File: config.mk
export PLATFORM = sky130hd
export DESIGN_NAME = trig_align_unit
export DESIGN_NICKNAME = d
export VERILOG_FILES = /design/src/rtl/tau_pkg.sv /design/src/rtl/tau_pipe.sv /design/src/rtl/tau_ext_front.sv /design/src/rtl/trig_align_unit.sv
export SDC_FILE = /design/constraint.sdc
export NUM_CORES = 1
export LEC_CHECK = 0
export BUFFER_PORTS_ARGS = -buffer_cell sky130_fd_sc_hd__clkbuf_2
export CAP_MARGIN = 10
export CORE_MARGIN = 2
export CORE_UTILIZATION = 45
export DETAILED_ROUTE_END_ITERATION = 10
export GPL_ROUTABILITY_DRIVEN = 1
export GPL_TIMING_DRIVEN = 0
export MAX_ROUTING_LAYER = met4
export PLACE_DENSITY = 0.64
export SLEW_MARGIN = 40
export SYNTH_ARGS = -nofsm -noshare
export SYNTH_HDL_FRONTEND = slang
export SYNTH_SLANG_ARGS = --single-unit
export TNS_END_PERCENT = 1
File: constraint.sdc
create_clock -name clk -period 4.8 [get_ports clk]
set_input_delay 0 -clock clk [delete_from_list [all_inputs] [get_ports clk]]
set_output_delay 0 -clock clk [all_outputs]
set_load 0.05 [all_outputs]
File: src/rtl/tau_pkg.sv
`timescale 1ns/1ps
package tau_pkg;

  // Number of flops in the external input synchroniser.
  localparam int unsigned SYNC_STAGES = 2;

  // Stages in a source delay line ahead of the shared output register,
  // for a source sampled directly on the clock.
  function automatic int unsigned line_depth(input int unsigned total);
    return total - 1;
  endfunction

  // Same for the external path, whose synchroniser already supplies
  // SYNC_STAGES of the total latency.
  function automatic int unsigned ext_line_depth(input int unsigned total);
    return total - SYNC_STAGES - 1;
  endfunction

endpackage

File: src/rtl/tau_pipe.sv
`timescale 1ns/1ps
module tau_pipe #(
  parameter int unsigned W     = 1,
  parameter int unsigned DEPTH = 1
) (
  input  logic         clk,
  input  logic         rst_n,
  input  logic [W-1:0] din,
  output logic [W-1:0] dout
);

  generate
    if (DEPTH == 0) begin : g_wire
      assign dout = din;
    end else begin : g_regs
      logic [W-1:0] stg [DEPTH];
      always_ff @(posedge clk) begin
        if (!rst_n) begin
          for (int k = 0; k < DEPTH; k++) stg[k] <= '0;
        end else begin
          stg[0] <= din;
          for (int k = 1; k < DEPTH; k++) stg[k] <= stg[k-1];
        end
      end
      assign dout = stg[DEPTH-1];
    end
  endgenerate

endmodule

File: src/rtl/tau_ext_front.sv
`timescale 1ns/1ps
module tau_ext_front
  import tau_pkg::*;
#(
  parameter int unsigned CNT_W = 32
) (
  input  logic             clk,
  input  logic             rst_n,
  input  logic             ext_raw,
  input  logic             pol,
  input  logic             en,
  input  logic [CNT_W-1:0] dly,
  output logic             pulse,
  output logic             busy
);

  localparam logic [CNT_W-1:0] ONE = CNT_W'(1);

  logic [SYNC_STAGES-1:0] sync_q;
  logic                   lvl, lvl_q;
  logic                   edge_det;   // one cycle per active transition
  logic                   edge_en;    // edge seen on an enabled input
  logic                   accept;     // edge taken (not busy)
  logic                   fire;       // programmable delay expiring
  logic [CNT_W-1:0]       cnt;

  always_ff @(posedge clk) begin
    if (!rst_n) begin
      sync_q <= '0;
      lvl_q  <= 1'b1;
    end else begin
      sync_q <= {sync_q[SYNC_STAGES-2:0], ext_raw};
      lvl_q  <= lvl;
    end
  end

  assign lvl      = sync_q[SYNC_STAGES-1] ^ pol;
  assign edge_det = lvl & ~lvl_q;
  assign edge_en  = edge_det & en;
  assign busy     = (cnt != '0);
  assign accept   = edge_en & ~busy;
  assign fire     = (cnt == ONE);
  assign pulse    = (accept && dly == '0) || fire;

  always_ff @(posedge clk) begin
    if (!rst_n)                 cnt <= '0;
    else if (accept && dly != '0) cnt <= dly;
    else if (busy)              cnt <= cnt - ONE;
  end

  AST_BUSY_COUNTDOWN: assert property (@(posedge clk) disable iff (!rst_n)
    (cnt > ONE) |=> (cnt == $past(cnt) - ONE));
  AST_FIRE_ENDS_BUSY: assert property (@(posedge clk) disable iff (!rst_n)
    fire |=> !busy);
  AST_BUSY_NEEDS_EDGE: assert property (@(posedge clk) disable iff (!rst_n)
    $rose(busy) |-> $past(edge_en));
  AST_OFF_NO_START: assert property (@(posedge clk) disable iff (!rst_n)
    (!en && !busy) |=> !busy);
  AST_EDGE_SINGLE: assert property (@(posedge clk) disable iff (!rst_n)
    edge_det |=> !edge_det);

endmodule

File: src/rtl/trig_align_unit.sv
`timescale 1ns/1ps
module trig_align_unit
  import tau_pkg::*;
#(
  parameter int unsigned DW       = 16,
  parameter int unsigned NCH      = 4,
  parameter int unsigned DATA_DLY = 3,
  parameter int unsigned EXT_COMP = 7,
  parameter int unsigned SW_COMP  = 9,
  parameter int unsigned TM_COMP  = 9,
  parameter int unsigned TM2_COMP = 9,
  parameter int unsigned XDLY_W   = 32
) (
  input  logic              clk,
  input  logic              rst_n,
  input  logic [DW-1:0]     samp_in,
  output logic [DW-1:0]     samp_out,
  input  logic [NCH-1:0]    int_trig,
  input  logic [NCH-1:0]    int_en,
  input  logic              ext_in,
  input  logic              ext_pol,
  input  logic              ext_en,
  input  logic [XDLY_W-1:0] ext_dly,
  output logic              ext_busy,
  input  logic              sw_trig,
  input  logic              sw_en,
  input  logic              tm_trig,
  input  logic              tm_en,
  input  logic              tm2_trig,
  input  logic              tm2_en,
  output logic              trig_out
);

  localparam int unsigned EXT_TOTAL = EXT_COMP + DATA_DLY;
  localparam int unsigned INT_DEPTH = line_depth(DATA_DLY);
  localparam int unsigned EXT_DEPTH = ext_line_depth(EXT_TOTAL);
  localparam int unsigned NSTROBE   = 3;   // software, timer, timer 2

  function automatic int unsigned strobe_total(input int unsigned idx);
    case (idx)
      0:       return SW_COMP + DATA_DLY;
      1:       return TM_COMP + DATA_DLY;
      default: return TM2_COMP + DATA_DLY;
    endcase
  endfunction

  // Sample pipeline.
  tau_pipe #(.W(DW), .DEPTH(DATA_DLY)) u_data (
    .clk(clk), .rst_n(rst_n), .din(samp_in), .dout(samp_out));

  // Threshold triggers: slowest path, no extra compensation.
  logic int_any, int_aligned;
  assign int_any = |(int_trig & int_en);
  tau_pipe #(.W(1), .DEPTH(INT_DEPTH)) u_int_line (
    .clk(clk), .rst_n(rst_n), .din(int_any), .dout(int_aligned));

  // External path.
  logic ext_pulse, ext_aligned;
  tau_ext_front #(.CNT_W(XDLY_W)) u_ext (
    .clk(clk), .rst_n(rst_n), .ext_raw(ext_in), .pol(ext_pol), .en(ext_en),
    .dly(ext_dly), .pulse(ext_pulse), .busy(ext_busy));
  tau_pipe #(.W(1), .DEPTH(EXT_DEPTH)) u_ext_line (
    .clk(clk), .rst_n(rst_n), .din(ext_pulse), .dout(ext_aligned));

  // Software and timer strobes, each with its own compensation depth.
  logic [NSTROBE-1:0] strobe_raw, strobe_en, strobe_aligned;
  assign strobe_raw = {tm2_trig, tm_trig, sw_trig};
  assign strobe_en  = {tm2_en, tm_en, sw_en};

  genvar g;
  generate
    for (g = 0; g < NSTROBE; g++) begin : g_strobe
      localparam int unsigned DEPTH_G = line_depth(strobe_total(g));
      logic masked;
      assign masked = strobe_raw[g] & strobe_en[g];
      tau_pipe #(.W(1), .DEPTH(DEPTH_G)) u_line (
        .clk(clk), .rst_n(rst_n), .din(masked), .dout(strobe_aligned[g]));
    end
  endgenerate

  // Merge and register once.
  logic any_aligned;
  assign any_aligned = int_aligned | ext_aligned | (|strobe_aligned);

  always_ff @(posedge clk) begin
    if (!rst_n) trig_out <= 1'b0;
    else        trig_out <= any_aligned;
  end

  AST_OUT_HAS_SOURCE: assert property (@(posedge clk) disable iff (!rst_n)
    trig_out |-> $past(any_aligned));
  AST_RESET_QUIET: assert property (@(posedge clk)
    !rst_n |=> (!trig_out && !ext_busy));

endmodule

==> impl_metrics.json, run 1 <==
{
  "crit_path_max_incr_delay_ps": 700,
  "viasPerCell": 4.76,
  "cp.arrival_ps": 3760,
  "clkTransAtPathRegs_ps": 60,
  "min_delay_path_depth": 4,
  "dieHeight_um": 104,
  "drt-wirelength-per-cell_um": 12.8,
  "syn_area_mm2": 0.00451,
  "r2r_cells": 8,
  "cp_max_fo": 10,
  "rsz0062_at_grt": "false",
  "layout_common_cells": "dfxtp_1, and2_1, clkbuf_2, dlygate4sd3_1, o2bb2ai_1",
  "fin_ws_ps": 1480,
  "clkLatencyLatePin_ps": 500,
  "layout_commonest_cell": "dfxtp_1",
  "ys_warn_count": 0,
  "hpwl_mm": 6.21,
  "drt_first_iter_violations": 72,
  "clockBufferDepth": 2,
  "syn_nets": 484,
  "die_width_um": 104,
  "port_buffers": 84,
  "cts_tree": "built",
  "grt_max_degree": 17,
  "vias": 3471,
  "cts_setup_buffers": 0,
  "crit_cells": 8,
  "antenna_found_initial": 0,
  "cts_buffers": 17,
  "start_kind": "flop",
  "cap_viol_max_count": 0,
  "cts_sinks": 126,
  "holdWs_ps": 76.0,
  "critPathSlowestCell": "nor4b_4",
  "row_count": 36,
  "cp-end-kind": "flop",
  "fin_area_mm2": 0.00631,
  "start_util_pct": 46.2,
  "worst-path-buf-inv": 2,
  "route.detailed.drc": 0,
  "fin_crit_sh_pct": 69.1,
  "ys_seq_area_share_pct": 55.9,
  "placed_area_mm2": 0.00510,
  "max_slew_margin_pct": 41.9,
  "gp_congestion": 0.793,
  "worst_slew_pin_slew_ps": 869,
  "grtUsageTotal_pct": 18.7,
  "finalSetupTns_ps": 0,
  "synth-edff-count": 0,
  "min_period_ps": 3320,
  "required_ps": 5240,
  "setup_violations": 0,
  "hold_path.class": "input pin to flop",
  "synth_cells": 415,
  "pre_cts_slack_ps": 1920,
  "outcome": "complete, no violations",
  "io_pins": 85,
  "power.density_mw_per_mm2": 608,
  "ys_async_sr_fraction_pct": 0,
  "max_freq_mhz": 301,
  "cts.htree.levels": 4,
  "leakagePower_nw": 2.67,
  "coreArea_mm2": 0.00977,
  "syn_avg_cell_area_um2": 10.9,
  "ys_types": 45,
  "drive_gt1_share_pct": 25.2,
  "synth_seq_cells": 126,
  "detail-route-antenna-nets": 0,
  "clock_skew_ps": 9.77,
  "slew_viol_final": 0,
  "power.total_w": 0.00384,
  "reg2reg_slack_ps": 1480,
  "wirelength_mm": 9.36,
  "finalHoldViolations": 0,
  "drt_first_pass_iters": 4,
  "area_growth_pct": 39.7,
  "cts_root_buf": "clkbuf_8",
  "diodes": 0,
  "final_nets": 653,
  "synthFlopType": "dfxtp_1",
  "dieArea_mm2": 0.0108,
  "path_cells": "inv_1 > ha_1 > nor3b_1 > nand2_1 > nor2_1 > nor4b_4 > o2bb2ai_1 > dlygate4sd3_1",
  "grt_pass1_wl_mm": 15.6,
  "irDropWorstVdd_v": 0.000349,
  "globalRouteOverflowTotal": 0,
  "worst-setup-path-type": "flop to flop",
  "cp_top_family": "simple AND/OR/NAND/NOR gates",
  "grt_pass1_vias": 3444
}
## flip-flops by register name, summed over array words and instances (netlist names)
name	flops
g_strobe.u_line.g_regs.stg	33
u_data.g_regs.stg	48
trig_out	1
u_ext.cnt	32
u_ext_line.g_regs.stg	7
u_ext.sync_q	2
u_ext.lvl_q	1
u_int_line.g_regs.stg	2
## routing by layer
metal  track usage, %  part of all wire [%]  vias to the layer above
met1             21.5                    46                     1626
met2             30.8                    50                       65
met5                -                     0                        -
met3             5.64                   3.0                       14
met4             6.85                   1.5                        0
li1                 -                     -                     1766
## area by class of cell
cell class | instances | area [um2]
Fill cell | 807 | 3470
Sequential cell | 126 | 2520
Multi-Input combinational cell | 252 | 1760
Timing Repair Buffer | 150 | 1080
Clock buffer | 17 | 414
Buffer | 33 | 215
Tap cell | 133 | 166
Clock inverter | 14 | 133
Inverter | 4 | 15.0
## synth_stat cells (3+ instances only)
cell type | instances | area [um2]
nand4_1 | 3 | 18.8
nand3_1 | 5 | 25.0
xor2_1 | 4 | 35.0
o2bb2ai_1 | 24 | 210
and3_1 | 3 | 18.8
nor3_1 | 11 | 55.1
and2_1 | 88 | 551
buf_6 | 4 | 45.0
buf_4 | 16 | 120
clkbuf_1 | 12 | 45.0
inv_1 | 3 | 11.3
a21oi_1 | 6 | 30.0
a211oi_1 | 3 | 22.5
or4_1 | 5 | 37.5
a21o_1 | 3 | 22.5
xnor2_1 | 22 | 193
dfxtp_1 | 126 | 2520
nand2_1 | 9 | 33.8
nor2_1 | 14 | 52.6
nor4_1 | 17 | 106
or3_1 | 4 | 25.0
## timing repair
item | in CTS | in global routing
hold endpoints to repair | 55 | 0
hold buffers | 66 | 0
setup endpoints to repair | 0 | 0
resized for setup | 0 | 0
## logic make-up after synthesis
kind of cell | synth area share (%)
AND/OR/NAND/NOR | 24.3
flip-flops | 55.9
AO/OA/AOI/OAI | 8.92
buffers and inverters | 5.10
XOR/XNOR | 5.04
adder cells (fa/ha/maj) | 0.554
multiplexers | 0.222
## through the flow
stage | util (%) | cells
after detailed placement | 52.2 | 632
final | 64.5 | 729
after global placement | 52.2 | 632
after floorplan | - | 415
after CTS | 64.5 | 729
after global routing | 64.5 | 729
## worst register-to-register path, stage by stage, from the launching register on
cell,delay (ps)
dfxtp_1,340
inv_1,110
ha_1,190
nor3b_1,450
nand2_1,380
nor2_1,350
nor4b_4,700
o2bb2ai_1,180
dlygate4sd3_1,560
## report_power, final
group / internal (W) / switching [W]
registers: 0.00119 / 0.000127
clock network: 0.000692 / 0.000472
logic: 0.000602 / 0.000758
## worst paths after layout
check / endpoint / from
max reg2reg: u_ext.cnt[31] / u_ext.cnt[1]
max: u_ext.cnt[31] / u_ext.cnt[1]
min reg2reg: g_strobe[1].u_line.g_regs.stg[1] / g_strobe[1].u_line.g_regs.stg[0]
min: u_ext.cnt[24] / ext_en
(Power assumes the default switching activity.)
==> inputs of run 2 (changes only) <==
--- a/config.mk
+++ b/config.mk
@@ -5,6 +5,7 @@
 export SDC_FILE = /design/constraint.sdc
 export NUM_CORES = 1
 export LEC_CHECK = 0
+export ABC_AREA = 1
 export BUFFER_PORTS_ARGS = -buffer_cell sky130_fd_sc_hd__clkbuf_2
 export CAP_MARGIN = 10
 export CORE_MARGIN = 2
@@ -13,7 +14,7 @@
 export GPL_ROUTABILITY_DRIVEN = 1
 export GPL_TIMING_DRIVEN = 0
 export MAX_ROUTING_LAYER = met4
-export PLACE_DENSITY = 0.64
+export PLACE_DENSITY = 0.66
 export SLEW_MARGIN = 40
 export SYNTH_ARGS = -nofsm -noshare
 export SYNTH_HDL_FRONTEND = slang
==> constraint.sdc (replaced) <==
create_clock -name clk -period 3 [get_ports clk]
set_input_delay 0 -clock clk [delete_from_list [all_inputs] [get_ports clk]]
set_output_delay 0 -clock clk [all_outputs]
set_load 0.05 [all_outputs]
==> impl_metrics.json, run 2 <==
{
  "ys_async_sr_fraction_pct": 0,
  "synthAdderAreaFrac_pct": 0.494,
  "synthTopCellsByCount": "nand2_1, dfxtp_1, inv_1",
  "route.detailed.drc": 0,
  "cp-end-kind": "output port",
  "start_kind": "flop",
  "syn_area_mm2": 0.00506,
  "max_slew_margin_pct": 61.9,
  "ys_warn_count": 0,
  "area_growth_pct": 35.2,
  "viasPerCell": 4.64,
  "synth_top_area_share_pct": 49.8,
  "irDropWorstVdd_v": 0.000540,
  "port_buffers": 83,
  "synthMostInstantiatedCell": "nand2_1",
  "fin_crit_sh_pct": 70.9,
  "worst_slew_pin_slew_ps": 571,
  "yosysTopAreaCell": "dfxtp_1",
  "cts_setup_buffers": 0,
  "ys_types": 32,
  "worst-setup-path-type": "flop to output port",
  "cp.arrival_ps": 2130,
  "hpwl_mm": 8.11,
  "power.density_mw_per_mm2": 1030,
  "cp_max_fo": 7,
  "drt_first_iter_violations": 255,
  "required_ps": 3000,
  "fillCellCount": 972,
  "grt_pass1_vias": 4332,
  "layout_commonest_cell": "nand2_1",
  "start_util_pct": 46.5,
  "dp_cells": 882,
  "cts_tree": "built",
  "max_freq_mhz": 470,
  "syn_avg_cell_area_um2": 7.68,
  "synth_cells": 659,
  "io_pins": 85,
  "synth_top_family_by_area": "simple AND/OR/NAND/NOR gates",
  "gp_congestion": 0.963,
  "syn_nets": 728,
  "wirelength_mm": 11.9,
  "min_period_ps": 2130,
  "largest_reg_flops": 48,
  "final_nets": 889,
  "antenna_found_initial": 0,
  "synthFlopType": "dfxtp_1",
  "slew_viol_final": 0,
  "utilization_pct": 62.8,
  "leakagePower_nw": 3.72,
  "diodes": 0,
  "synth-edff-count": 0,
  "synthSimpleGateAreaFrac_pct": 28.6,
  "grtUsageTotal_pct": 21.7,
  "pre_cts_slack_ps": 1190,
  "clock_skew_ps": 7.76,
  "muxShareOfSynthArea_pct": 0,
  "vias": 4515,
  "cts_sinks": 126,
  "synth_seq_cells": 126,
  "grt_max_degree": 17,
  "coreArea_mm2": 0.0109,
  "ys_seq_area_share_pct": 49.8,
  "synth_top_cells_by_area": "dfxtp_1, nand2_1, inv_1",
  "synth_xor_xnor_area_share_pct": 4.50,
  "layout_common_cells": "nand2_1, dfxtp_1, inv_1, clkbuf_2, nor2_1",
  "finalHoldViolations": 0,
  "globalRouteOverflowTotal": 0,
  "row_count": 38,
  "cts.htree.levels": 4,
  "dieHeight_um": 110,
  "detail-route-antenna-nets": 0,
  "cts_root_buf": "clkbuf_8",
  "largest-register": "u_data.g_regs.stg",
  "finalSetupTns_ps": 0,
  "hold_path.class": "input pin to flop",
  "drt-wirelength-per-cell_um": 12.2,
  "outcome": "complete, no violations",
  "rsz0062_at_grt": "false",
  "top_regs": "u_data.g_regs.stg (48), g_strobe.u_line.g_regs.stg (33), u_ext.cnt (32)",
  "synth_compound_area_share_pct": 4.20,
  "cts_buffers": 17,
  "dieArea_mm2": 0.0121,
  "clkTransAtPathRegs_ps": 60,
  "drt_first_pass_iters": 4,
  "fin_ws_ps": 873,
  "cap_viol_max_count": 0,
  "die_width_um": 110,
  "grt_pass1_wl_mm": 19.4,
  "stdcell_count": 973,
  "setup_violations": 0,
  "clkLatencyLatePin_ps": 500,
  "drive_gt1_share_pct": 19.8,
  "clockBufferDepth": 2
}
[run 2: cell count changes after synthesis, sizes merged, moves of 9 or more]
| cell | delta |
|---|---|
| nand3 | +10 |
| nor2 | +77 |
| nor4 | -20 |
| a21oi | +28 |
| inv | +99 |
| o2bb2ai | -25 |
| and2 | -88 |
| nand2 | +166 |
| nor3 | -9 |
| nand4 | +31 |
[run 2: final timing paths]
check / slack [ps] / endpoint / startpoint / depth (start not counted)
worst max-delay path: 870 / ext_busy / u_ext.cnt[0] / 8
worst min-delay path: 100 / u_ext.cnt[28] / rst_n / 3
worst max register to register: 1180 / u_ext.cnt[0] / u_ext.cnt[0] / 12
worst min register to register: 410 / u_data.g_regs.stg[0][26] / u_data.g_regs.stg[0][10] / 2
[run 2: stage by stage]
step / hold slack, ps / area, um2 / power [W]
after detailed placement: 186 / 5650 / 0.00497
after floorplan: 97.6 / 5060 / 0.00440
final: 101 / 6840 / 0.00707
after CTS: 62.6 / 6840 / 0.00710
after global placement: 183 / 5650 / 0.00493
after global routing: 128 / 6840 / 0.00760
[run 2: cells by family (layout without fill, tap and decap cells)]
kind of cell | after synthesis | count (layout)
DFF | 126 | 126
adders and majority gates | 2 | 2
xor gates and xnor gates | 26 | 26
and+or+nand+nor | 320 | 320
AOI/OAI and AO/OA | 40 | 40
buffers and inverters | 145 | 319
[run 2: layout make-up]
cell class / count / area [um2] / share of cell area (%)
repair buffers: 142 / 1010 / 14.7
clock buffers: 18 / 418 / 6.11
clock inverters: 14 / 181 / 2.65
plain buffers: 40 / 233 / 3.40
multi-input cells: 388 / 1910 / 27.9
flip-flops and latches: 126 / 2520 / 36.9
inverters: 105 / 395 / 5.78
well taps: 140 / 175 / 2.56
[run 2: critical path, cell delays in order, from the launching register on]
cell and delay (ps):
dfxtp_1 330, inv_1 110, ha_1 250, nand2_4 110, nor2_8 180, nand2_2 140
nor2_4 130, nand2_4 100, clkbuf_2 270
[run 2: where the power goes]
group | leakage [nW] | total, W | internal (W) | switching, W
clock | 0.284 | 0.00204 | 0.00128 | 0.000760
combinational | 2.41 | 0.00292 | 0.00106 | 0.00186
sequential | 1.03 | 0.00211 | 0.00191 | 0.000204
[run 2: layer usage]
| layer | vias up | share of wire (%) | routed length (um) | track usage, % |
|---|---|---|---|---|
| met4 | 0 | 1.9 | 229 | 9.22 |
| met1 | 2057 | 44 | 5180 | 25.2 |
| li1 | 2320 | - | - | - |
| met3 | 20 | 4.2 | 494 | 5.23 |
| met5 | - | 0 | 0 | - |
| met2 | 118 | 50 | 5970 | 36.0 |
[run 2: what timing repair did]
item / 4_1_cts / 5_1_grt
hold endpoints to repair: 54 / 0
hold buffers: 59 / 0
gates resized for setup: 0 / 0
setup endpoints to repair: 0 / 0
